`src/rtl/mdio_pkg.sv`:
```
package mdio_pkg;
  localparam int FRAME_BITS = 64;
  localparam int TURN_BIT   = 46;
  localparam int DATA_BIT   = 48;
  localparam int BIT_W      = $clog2(FRAME_BITS);

  typedef struct packed {
    logic load;      // latch a new frame into the shifter
    logic shiftBit;  // advance to the next frame bit
    logic sampleIn;  // capture the line into the receive shifter
    logic finish;    // last bit period ends
  } mdioStrobe_t;
endpackage

```
`src/rtl/mdio_ctrl.sv`:
```
module mdio_ctrl
  import mdio_pkg::*;
#(
  parameter int MIN_DIV    = 64,
  parameter int NUM_RANGES = 4,
  parameter int CODE_W     = 4
) (
  input  logic              clk,
  input  logic              rstN,
  input  logic              cmdWr,
  input  logic              cmdStart,
  input  logic [CODE_W-1:0] divCode,
  input  logic              isWrite,
  output mdioStrobe_t       strobe,
  output logic              busy,
  output logic              engineActive,
  output logic              mdc,
  output logic              mdioOe,
  output logic [BIT_W-1:0]  bitIdx
);
  localparam int CODES      = 1 << CODE_W;
  localparam int MAX_PERIOD = MIN_DIV << (NUM_RANGES - 1);
  localparam int DIV_W      = $clog2(MAX_PERIOD);

  typedef enum logic [1:0] {ST_IDLE, ST_FRAME, ST_PULSE} ctrlState_t;

  ctrlState_t state;
  logic [DIV_W-1:0] divCnt;
  logic [DIV_W-1:0] halfTab [CODES];
  logic [DIV_W-1:0] half;
  logic [DIV_W:0]   periodFull;
  logic [DIV_W-1:0] lastCnt;
  logic [DIV_W-1:0] riseCnt;
  logic             periodEnd;
  logic             lastBit;

  // half-period per code; codes past the defined range saturate at the slowest
  for (genvar g = 0; g < CODES; g++) begin : g_halfTab
    localparam int SHIFT = (g < NUM_RANGES) ? g : NUM_RANGES - 1;
    assign halfTab[g] = DIV_W'((MIN_DIV / 2) << SHIFT);
  end

  assign half       = halfTab[divCode];
  assign periodFull = {half, 1'b0};
  assign lastCnt    = DIV_W'(periodFull - 1'b1);
  assign riseCnt    = half - 1'b1;
  assign periodEnd  = (divCnt == lastCnt);
  assign lastBit    = (bitIdx == BIT_W'(FRAME_BITS - 1));

  always_ff @(posedge clk) begin
    if (!rstN) begin
      state  <= ST_IDLE;
      divCnt <= '0;
      bitIdx <= '0;
      mdc    <= 1'b0;
    end else begin
      unique case (state)
        ST_IDLE: begin
          mdc <= 1'b0;
          if (cmdWr) begin
            divCnt <= '0;
            bitIdx <= '0;
            state  <= cmdStart ? ST_FRAME : ST_PULSE;
          end
        end
        default: begin
          if (periodEnd) begin
            divCnt <= '0;
            mdc    <= 1'b0;
            if (state == ST_PULSE || lastBit) state <= ST_IDLE;
            else bitIdx <= bitIdx + 1'b1;
          end else begin
            divCnt <= divCnt + 1'b1;
            if (divCnt == riseCnt) mdc <= 1'b1;
          end
        end
      endcase
    end
  end

  assign busy         = (state == ST_FRAME);
  assign engineActive = (state != ST_IDLE);
  assign mdioOe       = busy && (isWrite || bitIdx < BIT_W'(TURN_BIT));

  always_comb begin
    strobe          = '0;
    strobe.load     = (state == ST_IDLE) && cmdWr && cmdStart;
    strobe.shiftBit = busy && periodEnd && !lastBit;
    strobe.finish   = busy && periodEnd && lastBit;
    strobe.sampleIn = busy && !isWrite && (divCnt == riseCnt) &&
                      (bitIdx >= BIT_W'(DATA_BIT));
  end
endmodule

```
`src/rtl/mdio_datapath.sv`:
```
module mdio_datapath
  import mdio_pkg::*;
#(
  parameter int CODE_W = 4
) (
  input  logic              clk,
  input  logic              rstN,
  input  logic              regWrEn,
  input  logic              regSel,
  input  logic [15:0]       regWrData,
  input  logic              engineActive,
  input  logic              busy,
  input  mdioStrobe_t       strobe,
  input  logic              mdioIn,
  output logic              cmdWr,
  output logic              cmdStart,
  output logic [CODE_W-1:0] divCode,
  output logic              isWrite,
  output logic              txBit,
  output logic [14:0]       cmdFields,
  output logic [15:0]       dataWord,
  output logic [15:0]       regRdData
);
  logic [FRAME_BITS-1:0] frameSr;
  logic [15:0]           rxSr;
  logic                  dataWr;
  logic                  newWrite;

  assign cmdWr    = regWrEn && !regSel && !engineActive;
  assign dataWr   = regWrEn && regSel && !engineActive;
  assign cmdStart = regWrData[0];
  assign newWrite = regWrData[1];

  always_ff @(posedge clk) begin
    if (!rstN) begin
      cmdFields <= '0;
      dataWord  <= '0;
      frameSr   <= '0;
      rxSr      <= '0;
    end else begin
      if (cmdWr) cmdFields <= regWrData[15:1];
      if (dataWr) dataWord <= regWrData;
      if (strobe.load) begin
        frameSr <= {32'hFFFF_FFFF, 2'b01,
                    newWrite ? 2'b01 : 2'b10,
                    regWrData[15:11], regWrData[10:6],
                    newWrite ? 2'b10 : 2'b00,
                    newWrite ? dataWord : 16'h0000};
      end else if (strobe.shiftBit) begin
        frameSr <= {frameSr[FRAME_BITS-2:0], 1'b0};
      end
      if (strobe.sampleIn) rxSr <= {rxSr[14:0], mdioIn};
      if (strobe.finish && !isWrite) dataWord <= rxSr;
    end
  end

  assign divCode   = cmdFields[CODE_W:1];
  assign isWrite   = cmdFields[0];
  assign txBit     = frameSr[FRAME_BITS-1];
  assign regRdData = regSel ? dataWord : {cmdFields, busy};
endmodule

```
`src/rtl/mdio_master.sv`:
```
module mdio_master
  import mdio_pkg::*;
#(
  parameter int MIN_DIV    = 64,
  parameter int NUM_RANGES = 4
) (
  input  logic        clk,
  input  logic        rstN,
  input  logic        regWrEn,
  input  logic        regSel,
  input  logic [15:0] regWrData,
  output logic [15:0] regRdData,
  output logic        mdc,
  output logic        mdioOut,
  output logic        mdioOe,
  input  logic        mdioIn
);
  localparam int CODE_W = 4;

  mdioStrobe_t       strobe;
  logic              cmdWr;
  logic              cmdStart;
  logic [CODE_W-1:0] divCode;
  logic              isWrite;
  logic              txBit;
  logic              busyFlag;
  logic              engineActive;
  logic [BIT_W-1:0]  bitIdx;
  logic [14:0]       cmdFields;
  logic [15:0]       dataWord;

  mdio_ctrl #(
    .MIN_DIV(MIN_DIV), .NUM_RANGES(NUM_RANGES), .CODE_W(CODE_W)
  ) u_ctrl (
    .clk(clk), .rstN(rstN), .cmdWr(cmdWr), .cmdStart(cmdStart),
    .divCode(divCode), .isWrite(isWrite), .strobe(strobe),
    .busy(busyFlag), .engineActive(engineActive), .mdc(mdc),
    .mdioOe(mdioOe), .bitIdx(bitIdx)
  );

  mdio_datapath #(.CODE_W(CODE_W)) u_dp (
    .clk(clk), .rstN(rstN), .regWrEn(regWrEn), .regSel(regSel),
    .regWrData(regWrData), .engineActive(engineActive), .busy(busyFlag),
    .strobe(strobe), .mdioIn(mdioIn), .cmdWr(cmdWr), .cmdStart(cmdStart),
    .divCode(divCode), .isWrite(isWrite), .txBit(txBit),
    .cmdFields(cmdFields), .dataWord(dataWord), .regRdData(regRdData)
  );

  assign mdioOut = mdioOe & txBit;
endmodule

```
`config.mk`:
```
export PLATFORM = sky130hd
export DESIGN_NAME = mdio_master
export DESIGN_NICKNAME = d
export VERILOG_FILES = /design/src/rtl/mdio_pkg.sv /design/src/rtl/mdio_ctrl.sv /design/src/rtl/mdio_datapath.sv /design/src/rtl/mdio_master.sv
export SDC_FILE = /design/constraint.sdc
export NUM_CORES = 1
export LEC_CHECK = 0
export ABC_CLOCK_PERIOD_IN_PS = 3950
export BUFFER_PORTS_ARGS = -buffer_cell sky130_fd_sc_hd__buf_2
export CAP_MARGIN = 40
export CORE_MARGIN = 10
export CORE_UTILIZATION = 55
export CTS_CLUSTER_DIAMETER = 100
export DETAILED_ROUTE_END_ITERATION = 6
export PLACE_DENSITY = 0.71
export SYNTH_ARGS = -nofsm -noshare
export SYNTH_HDL_FRONTEND = slang
export SYNTH_SLANG_ARGS = --single-unit
```
`constraint.sdc`:
```
create_clock -name clk -period 3.95 [get_ports clk]
set_input_delay 0.5925 -clock clk [delete_from_list [all_inputs] [get_ports clk]]
set_output_delay 0.5925 -clock clk [all_outputs]
set_load 0.02 [all_outputs]
```
=== After elaboration in Yosys (flattened, before gate mapping) ===
Memory sizes are Yosys's and may differ from the RTL's.
Cells that the tools add are included.

* Register bits: 129
* Bits in latches: 0
* Memory bits (writable): 0
* Bits in read-only memories: 144
* Bits of input ports: 21
* Output and inout bits: 19
* Word-level logic and storage cells: 79
* Memories kept: 1

* $add $sub $neg: 4
* Multiply operators: 0
* Divide/modulo/power cells: 0
* Order comparisons: 3
* Equality and inequality tests: 7
* Shift operators: 0
* Mux-type cells: 22
* Bitwise gates (word level): 3
* Reduce and logical (&&, ||, !) cells: 30

{| class="wikitable"
|+ Memories
! memory !! words !! bits a word !! read ports !! clocked after Yosys merged registers in !! wr ports !! line !! RTL
|-
| (no name shown) || 16 || 9 || 1 || 0 || 0 || mdio_ctrl.sv:43 || <nowiki>assign half = halfTab[divCode];</nowiki>
|}

{| class="wikitable"
|+ Operators with widths
! cell !! count
|-
| 64-bit 2-to-1 mux || 2
|-
| 16-bit 2-to-1 mux || 4
|-
| 9-bit 2-to-1 mux || 5
|-
| 6-bit 2-to-1 mux || 4
|-
| 9-bit equality test || 2
|-
| 9-bit by 1-bit subtractor with 9-bit output (second input constant) || 2
|-
| 1-bit logical AND || 14
|-
| 2-bit 2-to-1 mux || 7
|-
| 2-bit nonzero test || 5
|-
| 9-bit by 1-bit adder with 9-bit output (second input constant) || 1
|-
| 6-bit by 1-bit adder with 6-bit output (second input constant) || 1
|-
| 6-bit equality test (second input constant) || 1
|-
| 6-bit >= comparator (second input constant) || 1
|-
| 6-bit < comparator (second input constant) || 1
|-
| 3-bit AND reduction || 2
|-
| 5-bit >= comparator (second input constant) || 1
|-
| 4-bit inverter with 5-bit output || 1
|-
| 1-bit zero test || 4
|-
| 3-bit OR reduction || 1
|-
| 2-bit by 1-bit equality test with 1-bit output (second input constant) || 1
|-
| 2-bit equality test (second input constant) || 1
|-
| 2-bit zero test || 1
|-
| 1-bit logical OR || 2
|-
| 2-bit by 1-bit != test with 1-bit output (second input constant) || 1
|-
| 4 further kinds || 4
|}

=== Longest topological paths before layout ===
Gate-level depths: netlist of run 1.

* Word-level depth: 10
* Depth in mapped cells: 11
* Mapped depth without buffers: 8

=== By module ===
A second synthesis of run 1 with hierarchy kept.

* Cell total of the unflattened synthesis: 629
* Area total of the unflattened synthesis: 5919.4 um2

{| class="wikitable"
|+ Modules (own cells, without submodules)
! module !! instances !! cells an instance !! area each (um2)
|-
| mdio_datapath || 1 || 497 || 4842.1
|-
| mdio_ctrl || 1 || 131 || 1071.0
|-
| mdio_master || 1 || 1 || 6.3
|}

=== Least setup slack after synthesis of run 1 ===
OpenSTA, ideal clock, no wires.

* Path kind: reg-to-reg
* Start point: register u_dp.cmdFields[1]
* End point: register u_dp.rxSr[5]
* Library setup time: 72 ps
* Data arrival time: 2860 ps
* Data required time: 3878 ps
* Setup slack: 1018 ps
* Cell stages (with the launch flop): 10
* Period minus slack after synthesis: 2932 ps
* Cells stage by stage: dfxtp_1 -> or4_1 -> buf_6 -> ha_1 -> xor2_1 -> mux2_2 -> nand3_1 -> a2111oi_4 -> buf_6 -> mux2i_1

* Longest elaborated chain between the ends: 8

{| class="wikitable"
|+ RTL lines
! what !! line !! RTL
|-
| from (decl) || mdio_datapath.sv:20 || <nowiki>output logic [14:0] cmdFields,</nowiki>
|-
| from (signal assigned) || mdio_datapath.sv:41 || <nowiki>if (cmdWr) cmdFields <= regWrData[15:1];</nowiki>
|-
| 4-bit inverter with 5-bit output (implied by the code) || mdio_ctrl.sv:43 ||
|-
| memory read 16 x 9 bit || -- ||
|-
| 9-bit 2-to-1 mux (implied by the code) (2 in a row) || mdio_ctrl.sv:43 ||
|-
| 9-bit by 1-bit subtractor with 9-bit output || mdio_ctrl.sv:46 || <nowiki>assign riseCnt = half - 1'b1;</nowiki>
|-
| 9-bit equality test || mdio_ctrl.sv:90 || <nowiki>strobe.sampleIn = busy && !isWrite && (divCnt == riseCnt) &&</nowiki>
|-
| 1-bit logical AND (2 in a row) || mdio_ctrl.sv:90 ||
|-
| to (signal assigned) || mdio_datapath.sv:52 || <nowiki>if (strobe.sampleIn) rxSr <= {rxSr[14:0], mdioIn};</nowiki>
|-
| to (decl) || mdio_datapath.sv:25 || <nowiki>logic [15:0] rxSr;</nowiki>
|}

Every way passes these cells. The select of a mux whose other input is x is not followed.
A chain may end at the register's enable or synchronous reset.

=== Final worst setup path of run 1 ===
* Start point: register u_dp.cmdFields[1]
* End point: register u_ctrl.bitIdx[5]

* Longest elaborated chain between the ends: 8

{| class="wikitable"
|+ RTL lines
! what !! line !! RTL
|-
| 4-bit inverter with 5-bit output (implied by the code) || mdio_ctrl.sv:43 ||
|-
| memory read 16 x 9 bit || -- ||
|-
| 9-bit 2-to-1 mux (implied by the code) (2 in a row) || mdio_ctrl.sv:43 ||
|-
| 9-bit by 1-bit subtractor with 9-bit output || mdio_ctrl.sv:45 || <nowiki>assign lastCnt = DIV_W'(periodFull - 1'b1);</nowiki>
|-
| 9-bit equality test || mdio_ctrl.sv:47 || <nowiki>assign periodEnd = (divCnt == lastCnt);</nowiki>
|-
| 2-bit nonzero test (no source line) || -- ||
|-
| 3-bit AND reduction (no source line) || -- ||
|-
| to (signal assigned) || mdio_ctrl.sv:71 || <nowiki>else bitIdx <= bitIdx + 1'b1;</nowiki>
|-
| to (decl) || mdio_ctrl.sv:19 || <nowiki>output logic [BIT_W-1:0] bitIdx</nowiki>
|}

Every way passes these cells. The select of a mux whose other input is x is not followed.

==> flow_summary.json, run 1 <==
{
  "status": "completed",
  "critPathCaptureType": "flop",
  "min_period_ns": 3.02,
  "gp_congestion": 0.829,
  "synth_xor_area_share_pct": 2.00,
  "report.final.hold_viol_count": 0,
  "yosysMostFrequentCell": "dfxtp_1",
  "clockPowerShare_pct": 49.0,
  "grt_max_degree": 86,
  "layout.cells.non_filler": 824,
  "dieWidth_um": 121,
  "slew_headroom_pct": 49.2,
  "critPathMostFrequentCell": "or4_1",
  "muxShareOfSynthArea_pct": 6.20,
  "powerDensity_nw_per_um2": 496,
  "dp_hpwl_um": 8610,
  "setup_viol": 0,
  "wirelength_um": 13700,
  "clock-root-buffer": "clkbuf_8",
  "cts_resized": 0,
  "pre_cts_ws_ns": 0.954,
  "clk_pin_slew_worst_paths_ns": 0.06,
  "antenna_cells": 0,
  "antenna_found_initial": 0,
  "synth_area_leaders": "dfxtp_1 46%, nand2_1 6.7%, nor3_1 6.1%",
  "critPathMaxStageDelay_ns": 0.69,
  "rsz0062_at_grt": "no",
  "postCtsSetupRepairBufs": 0,
  "swShare_pct": 23.9,
  "syn-num-nets": 685,
  "power_frac_seq_pct": 43.0,
  "drv_cap": 0,
  "synth.avg_cell_area_um2": 8.52,
  "p_sw_w": 0.000770,
  "ys.flop_type": "dfxtp_1",
  "die_h_um": 121,
  "portBuffers": 39,
  "grt_pass1_wl_um": 22700,
  "synth_common_cells": "129 x dfxtp_1, 101 x nand2_1, 69 x nor3_1",
  "cts_tree": "done",
  "yosysUniqueCellTypes": 48,
  "cts_made_buffers": 17,
  "synth-seq-cells": 129,
  "cp_num_buf_inv": 0,
  "cell_internal_pwr_w": 0.00245,
  "cp_top_family": "simple AND/OR/NAND/NOR gates",
  "fin_worst_skew_ns": 0.00908,
  "synth_top_area_share_pct": 45.9,
  "synthCells": 661,
  "ant_nets": 0,
  "seq_area_frac_synth_pct": 45.9,
  "drc": 0,
  "clock_path_buffers": 2,
  "die-area_um2": 14700,
  "hp-class": "in2reg",
  "drive_gt1_share_pct": 15.5,
  "leakagePower_nw": 2.45,
  "synth_area_um2": 5630,
  "critical_path_arrival_ns": 3.48,
  "synth_edf_count": 0,
  "synth_top_family_by_area": "simple AND/OR/NAND/NOR gates",
  "postSynth.asyncResetShare_pct": 0,
  "path_cells": "or4_1 -> ha_1 -> xor2_1 -> xnor2_1 -> a31oi_1 -> or4_1 -> a21oi_1",
  "track_usage_pct": 18.8,
  "finalSetupTns_ns": 0,
  "yosys_warnings": 0,
  "start_kind": "flop",
  "drtPass1Iterations": 5,
  "via_per_inst": 5.87,
  "synthSimpleGateAreaFrac_pct": 24.4,
  "ir_drop_mv": 0.344,
  "synth_compound_area_share_pct": 16.3,
  "gr-total-overflow": 0,
  "crit_slowest_cell": "or4_1",
  "syn_to_final_growth_pct": 15.4,
  "num_rows": 36,
  "wire_per_inst_um": 16.6,
  "place_inst": 792,
  "clock_latency_ns": 0.52,
  "grt_pass1_vias": 4715,
  "start_util_pct": 57.1,
  "cts.sink_count": 129,
  "utilization_pct": 65.8,
  "synth_area_leader_cell": "dfxtp_1",
  "drtIter0Drc": 471,
  "core_area_um2": 9860,
  "io_pins": 40,
  "critical_path_required_ns": 4.40,
  "max_freq_mhz": 331,
  "cts_hold_buffers": 0,
  "slew_violations": 0,
  "cts.htree.levels": 4,
  "worst_pin_slew_ns": 0.755,
  "n_fill_cell": 831,
  "timing.final.ws_setup_ns": 0.926,
  "critical_path_class": "reg2reg",
  "nets": 702,
  "period_share_pct": 76.6,
  "power_frac_comb_pct": 7.9,
  "vias": 4840,
  "cp_max_fo": 8,
  "synth_fa_ha_area_share_pct": 0.667
}
-- flip-flops by register name, indices dropped and copies added (netlist names) --
register,flops
u_ctrl.bitIdx,6
u_ctrl.state,2
u_dp.frameSr,64
u_ctrl.divCnt,9
u_dp.rxSr,16
u_dp.cmdFields,15
u_ctrl.mdc,1
u_dp.dataWord,16
-- worst min-delay path: stages --
cell and delay [ns]:
buf_2 0.11, nand2_1 0.05, a21oi_1 0.05
-- per-layer routing --
metal	wire length (µm)	vias to the layer above	GRT usage, %
met4	311	0	7.60
met2	6500	135	30.3
li1	-	2394	-
met3	690	25	5.12
met1	6190	2286	23.4
met5	0	-	0
-- path summary, 6_finish.rpt --
| kind | depth (start not counted) | end | slack (ns) | start |
|---|---|---|---|---|
| max | 7 | u_ctrl.bitIdx[5] | 0.93 | u_dp.cmdFields[1] |
| min | 3 | u_dp.cmdFields[4] | 0.32 | regWrData[5] |
| max reg2reg | 7 | u_ctrl.bitIdx[5] | 0.93 | u_dp.cmdFields[1] |
| min reg2reg | 2 | u_dp.cmdFields[9] | 0.45 | u_dp.cmdFields[9] |
-- cell families (layout without fill, tap and decap cells) --
| family | Yosys count | after routing |
|---|---|---|
| fa+ha+maj | 3 | 3 |
| compound gates | 138 | 138 |
| simple gates | 285 | 285 |
| flops | 129 | 129 |
| mux | 33 | 33 |
| xor+xnor | 12 | 12 |
| buf+inv | 61 | 91 |
-- cells in the final DEF, fill, tap and decap left out, drive strengths merged, types with 2 or more instances in the layout --
| cell type | netlist | final |
|---|---|---|
| a21o | 2 | 2 |
| dfxtp | 129 | 129 |
| bufinv | 0 | 3 |
| clkbuf | 38 | 20 |
| nor4 | 3 | 3 |
| and3 | 3 | 3 |
| clkinv | 1 | 7 |
| mux2i | 18 | 18 |
| and2 | 6 | 6 |
| nand3 | 27 | 27 |
| inv | 7 | 10 |
| nand3b | 9 | 9 |
| nor3 | 70 | 70 |
| ha | 3 | 3 |
| xor2 | 8 | 8 |
| a21oi | 54 | 54 |
| buf | 15 | 51 |
| nor3b | 10 | 10 |
| or3 | 2 | 2 |
| a311oi | 15 | 15 |
| o31ai | 3 | 3 |
| nand4 | 2 | 2 |
| nor4b | 2 | 2 |
| nor2 | 42 | 42 |
| a22o | 8 | 8 |
| o21ai | 13 | 13 |
| nand2 | 101 | 101 |
| o21a | 8 | 8 |
| a22oi | 18 | 18 |
| xnor2 | 4 | 4 |
| or4 | 3 | 3 |
| and4 | 4 | 4 |
| a31oi | 8 | 8 |
| mux2 | 15 | 15 |
-- power by group through the flow --
| stage | sequential (W) | clock [W] | combinational (W) |
|---|---|---|---|
| detailed placement | 0.00141 | 0 | 0.000254 |
| global route | 0.00139 | 0.00166 | 0.000282 |
| finish | 0.00138 | 0.00158 | 0.000256 |
| CTS | 0.00138 | 0.00160 | 0.000256 |
| global placement | 0.00141 | 0 | 0.000241 |
| floorplan | 0.00140 | 0 | 0.000189 |
-- stage by stage --
step,total power [W],area [µm²],hold slack [ns]
floorplan,0.00159,5630,0.434
global placement,0.00165,5850,0.439
detailed placement,0.00167,5900,0.448
CTS,0.00324,6490,0.303
global route,0.00333,6490,0.329
finish,0.00322,6490,0.320
-- area by class of cell --
cell class              instances  area [µm²]  area share, %
inverters                       8        30.0          0.462
repair buffers                 51         325           5.01
flip-flops and latches        129        2580           39.8
clock buffers                  20         445           6.86
multi-input cells             471        2790           43.0
clock inverters                12         154           2.37
well taps                     133         166           2.56
Note: power is estimated with default switching activity, not from simulation.
==> run 2, diff against run 1 <==
Settings changed: ABC_CLOCK_PERIOD_IN_PS 3950 to 3150.
Clock period 3.95 ns to 3.15 ns, I/O delays scaled along.
==> flow_summary.json, run 2 (same netlist as run 1, synthesis figures left out) <==
{
  "m1WireLength_um": 5890,
  "grt_pass1_vias": 4471,
  "cp_max_fo": 16,
  "num_rows": 36,
  "r2r_start": "u_dp.cmdFields[1]",
  "layout_common_cells": "129 x dfxtp_1, 101 x nand2_1, 69 x nor3_1",
  "wl_met3_um": 683,
  "worst_pin_slew_ns": 0.692,
  "setup_viol": 0,
  "reg.largest.list": "u_dp.frameSr x64, u_dp.dataWord x16, u_dp.rxSr x16",
  "n_fill_cell": 835,
  "syn_to_final_growth_pct": 14.6,
  "p_sw_w": 0.000975,
  "critical_path_required_ns": 3.59,
  "critical_path_arrival_ns": 3.31,
  "cts_made_buffers": 17,
  "finalSetupTns_ns": 0,
  "cts.sink_count": 129,
  "postCtsSetupRepairBufs": 0,
  "rsz0062_at_grt": "no",
  "wirelength_um": 13200,
  "critical_path_class": "reg2reg",
  "ant_nets": 0,
  "fin_worst_skew_ns": 0.00631,
  "largest-register": "u_dp.frameSr",
  "track_usage_pct": 18.1,
  "swShare_pct": 25.0,
  "wire_per_inst_um": 16.0,
  "period_share_pct": 91.1,
  "pre_cts_ws_ns": 0.304,
  "vias": 4823,
  "status": "completed",
  "power_frac_seq_pct": 44.6,
  "antenna_cells": 0,
  "largest_reg_flops": 64,
  "core_area_um2": 9860,
  "clock_path_buffers": 2,
  "utilization_pct": 65.4,
  "grt_pass1_wl_um": 21700,
  "leakagePower_nw": 2.42,
  "cts.htree.levels": 4,
  "place_inst": 794,
  "timing.final.ws_setup_ns": 0.282,
  "reg2regPathDepth": 8,
  "portBuffers": 39,
  "clock-root-buffer": "clkbuf_8",
  "final_common_cell": "dfxtp_1",
  "start_util_pct": 57.1,
  "die_h_um": 121,
  "cts_tree": "done",
  "min_period_ns": 2.87,
  "reg2reg_to": "u_dp.rxSr[12]",
  "drtPass1Iterations": 5,
  "slew_violations": 0,
  "max_freq_mhz": 349,
  "min_to": "u_dp.cmdFields[4]",
  "hold-path-cell-count": 3,
  "die-area_um2": 14700,
  "layout.cells.non_filler": 826,
  "clk_pin_slew_worst_paths_ns": 0.06,
  "ir_drop_mv": 0.508,
  "critPathCaptureType": "flop",
  "drive_gt1_share_pct": 15.9,
  "highest_layer": "met4",
  "grt_max_degree": 64,
  "drtIter0Drc": 408,
  "drv_cap": 0,
  "report.final.hold_viol_count": 0,
  "route.met2.wl_um": 6530,
  "hp-start": "regWrData[5]",
  "reg2reg_slack_ns": 0.28,
  "antenna_found_initial": 0,
  "nets": 704,
  "cell_internal_pwr_w": 0.00292,
  "via_per_inst": 5.84,
  "start_kind": "flop",
  "dieWidth_um": 121,
  "hp-class": "in2reg",
  "slew_headroom_pct": 53.6,
  "power_frac_comb_pct": 8.1,
  "clock_latency_ns": 0.52,
  "dp_hpwl_um": 8520,
  "cts_hold_buffers": 0,
  "clockPowerShare_pct": 47.3,
  "hold_ws_ns": 0.213,
  "powerDensity_nw_per_um2": 604,
  "gp_congestion": 0.849,
  "gr-total-overflow": 0,
  "cts_resized": 0,
  "drc": 0,
  "io_pins": 40
}
-- run 2: changes by cell type in the layout (fill, tap and decap cells not counted) --
cell        previous run  this run
inv_6                  2         4
inv_8                  0         1
clkinv_4               3         1
clkbuf_1               1         0
buf_8                  1         0
buf_4                  9        13
buf_16                 1         0
clkinv_2               4         1
bufinv_16              3         1
clkinvlp_4             0         5
-- run 2: metal layers --
| layer | vias up | global-route usage, % |
|---|---|---|
| li1 | 2396 | - |
| met1 | 2298 | 22.3 |
| met2 | 121 | 29.9 |
| met3 | 8 | 5.26 |
| met4 | 0 | 5.51 |
| met5 | - | 0 |
-- run 2: critical path, cell delays in order, from the launching register on --
cell	delay, ns
dfxtp_1	0.35
or4_1	0.56
ha_1	0.26
xor2_1	0.30
mux2_2	0.22
nand3_1	0.13
a2111oi_4	0.39
buf_4	0.34
mux2i_1	0.24
-- run 2: worst max path at each step --
stage / from / endpoint / slack, ns
2_1_floorplan: u_dp.cmdFields[1] / u_dp.rxSr[5] / 0.22
3_3_place_gp: u_dp.cmdFields[1] / u_dp.frameSr[15] / 0.43
3_5_place_dp: u_dp.cmdFields[1] / u_dp.rxSr[1] / 0.30
4_1_cts: u_dp.cmdFields[1] / u_dp.rxSr[12] / 0.26
5_1_grt: u_dp.cmdFields[1] / u_ctrl.bitIdx[5] / 0.04
6_report: u_dp.cmdFields[1] / u_dp.rxSr[12] / 0.28
-- run 2: metrics by stage --
| step | instance area [µm²] | power (W) |
|---|---|---|
| after floorplan | 5630 | 0.00199 |
| after global placement | 5880 | 0.00207 |
| after detailed placement | 5880 | 0.00208 |
| after CTS | 6450 | 0.00393 |
| after global routing | 6450 | 0.00404 |
| final | 6450 | 0.00390 |
-- run 2: layout make-up --
type                       count  area, µm²  area share (%)
clock buffer                  19        442            6.85
clock inverter                13        128            1.98
inverter                       8       30.0           0.465
multi-input combinational    471       2790            43.3
sequential                   129       2580            40.0
tap                          133        166            2.58
timing repair buffer          53        313            4.85
-- run 2: power groups by stage --
stage | sequential [W] | combinational, W | clock, W
after detailed placement | 0.00177 | 0.000313 | 0
after global routing | 0.00174 | 0.000349 | 0.00195
after floorplan | 0.00176 | 0.000237 | 0
after CTS | 0.00174 | 0.000315 | 0.00188
after global placement | 0.00177 | 0.000304 | 0
final | 0.00174 | 0.000314 | 0.00184
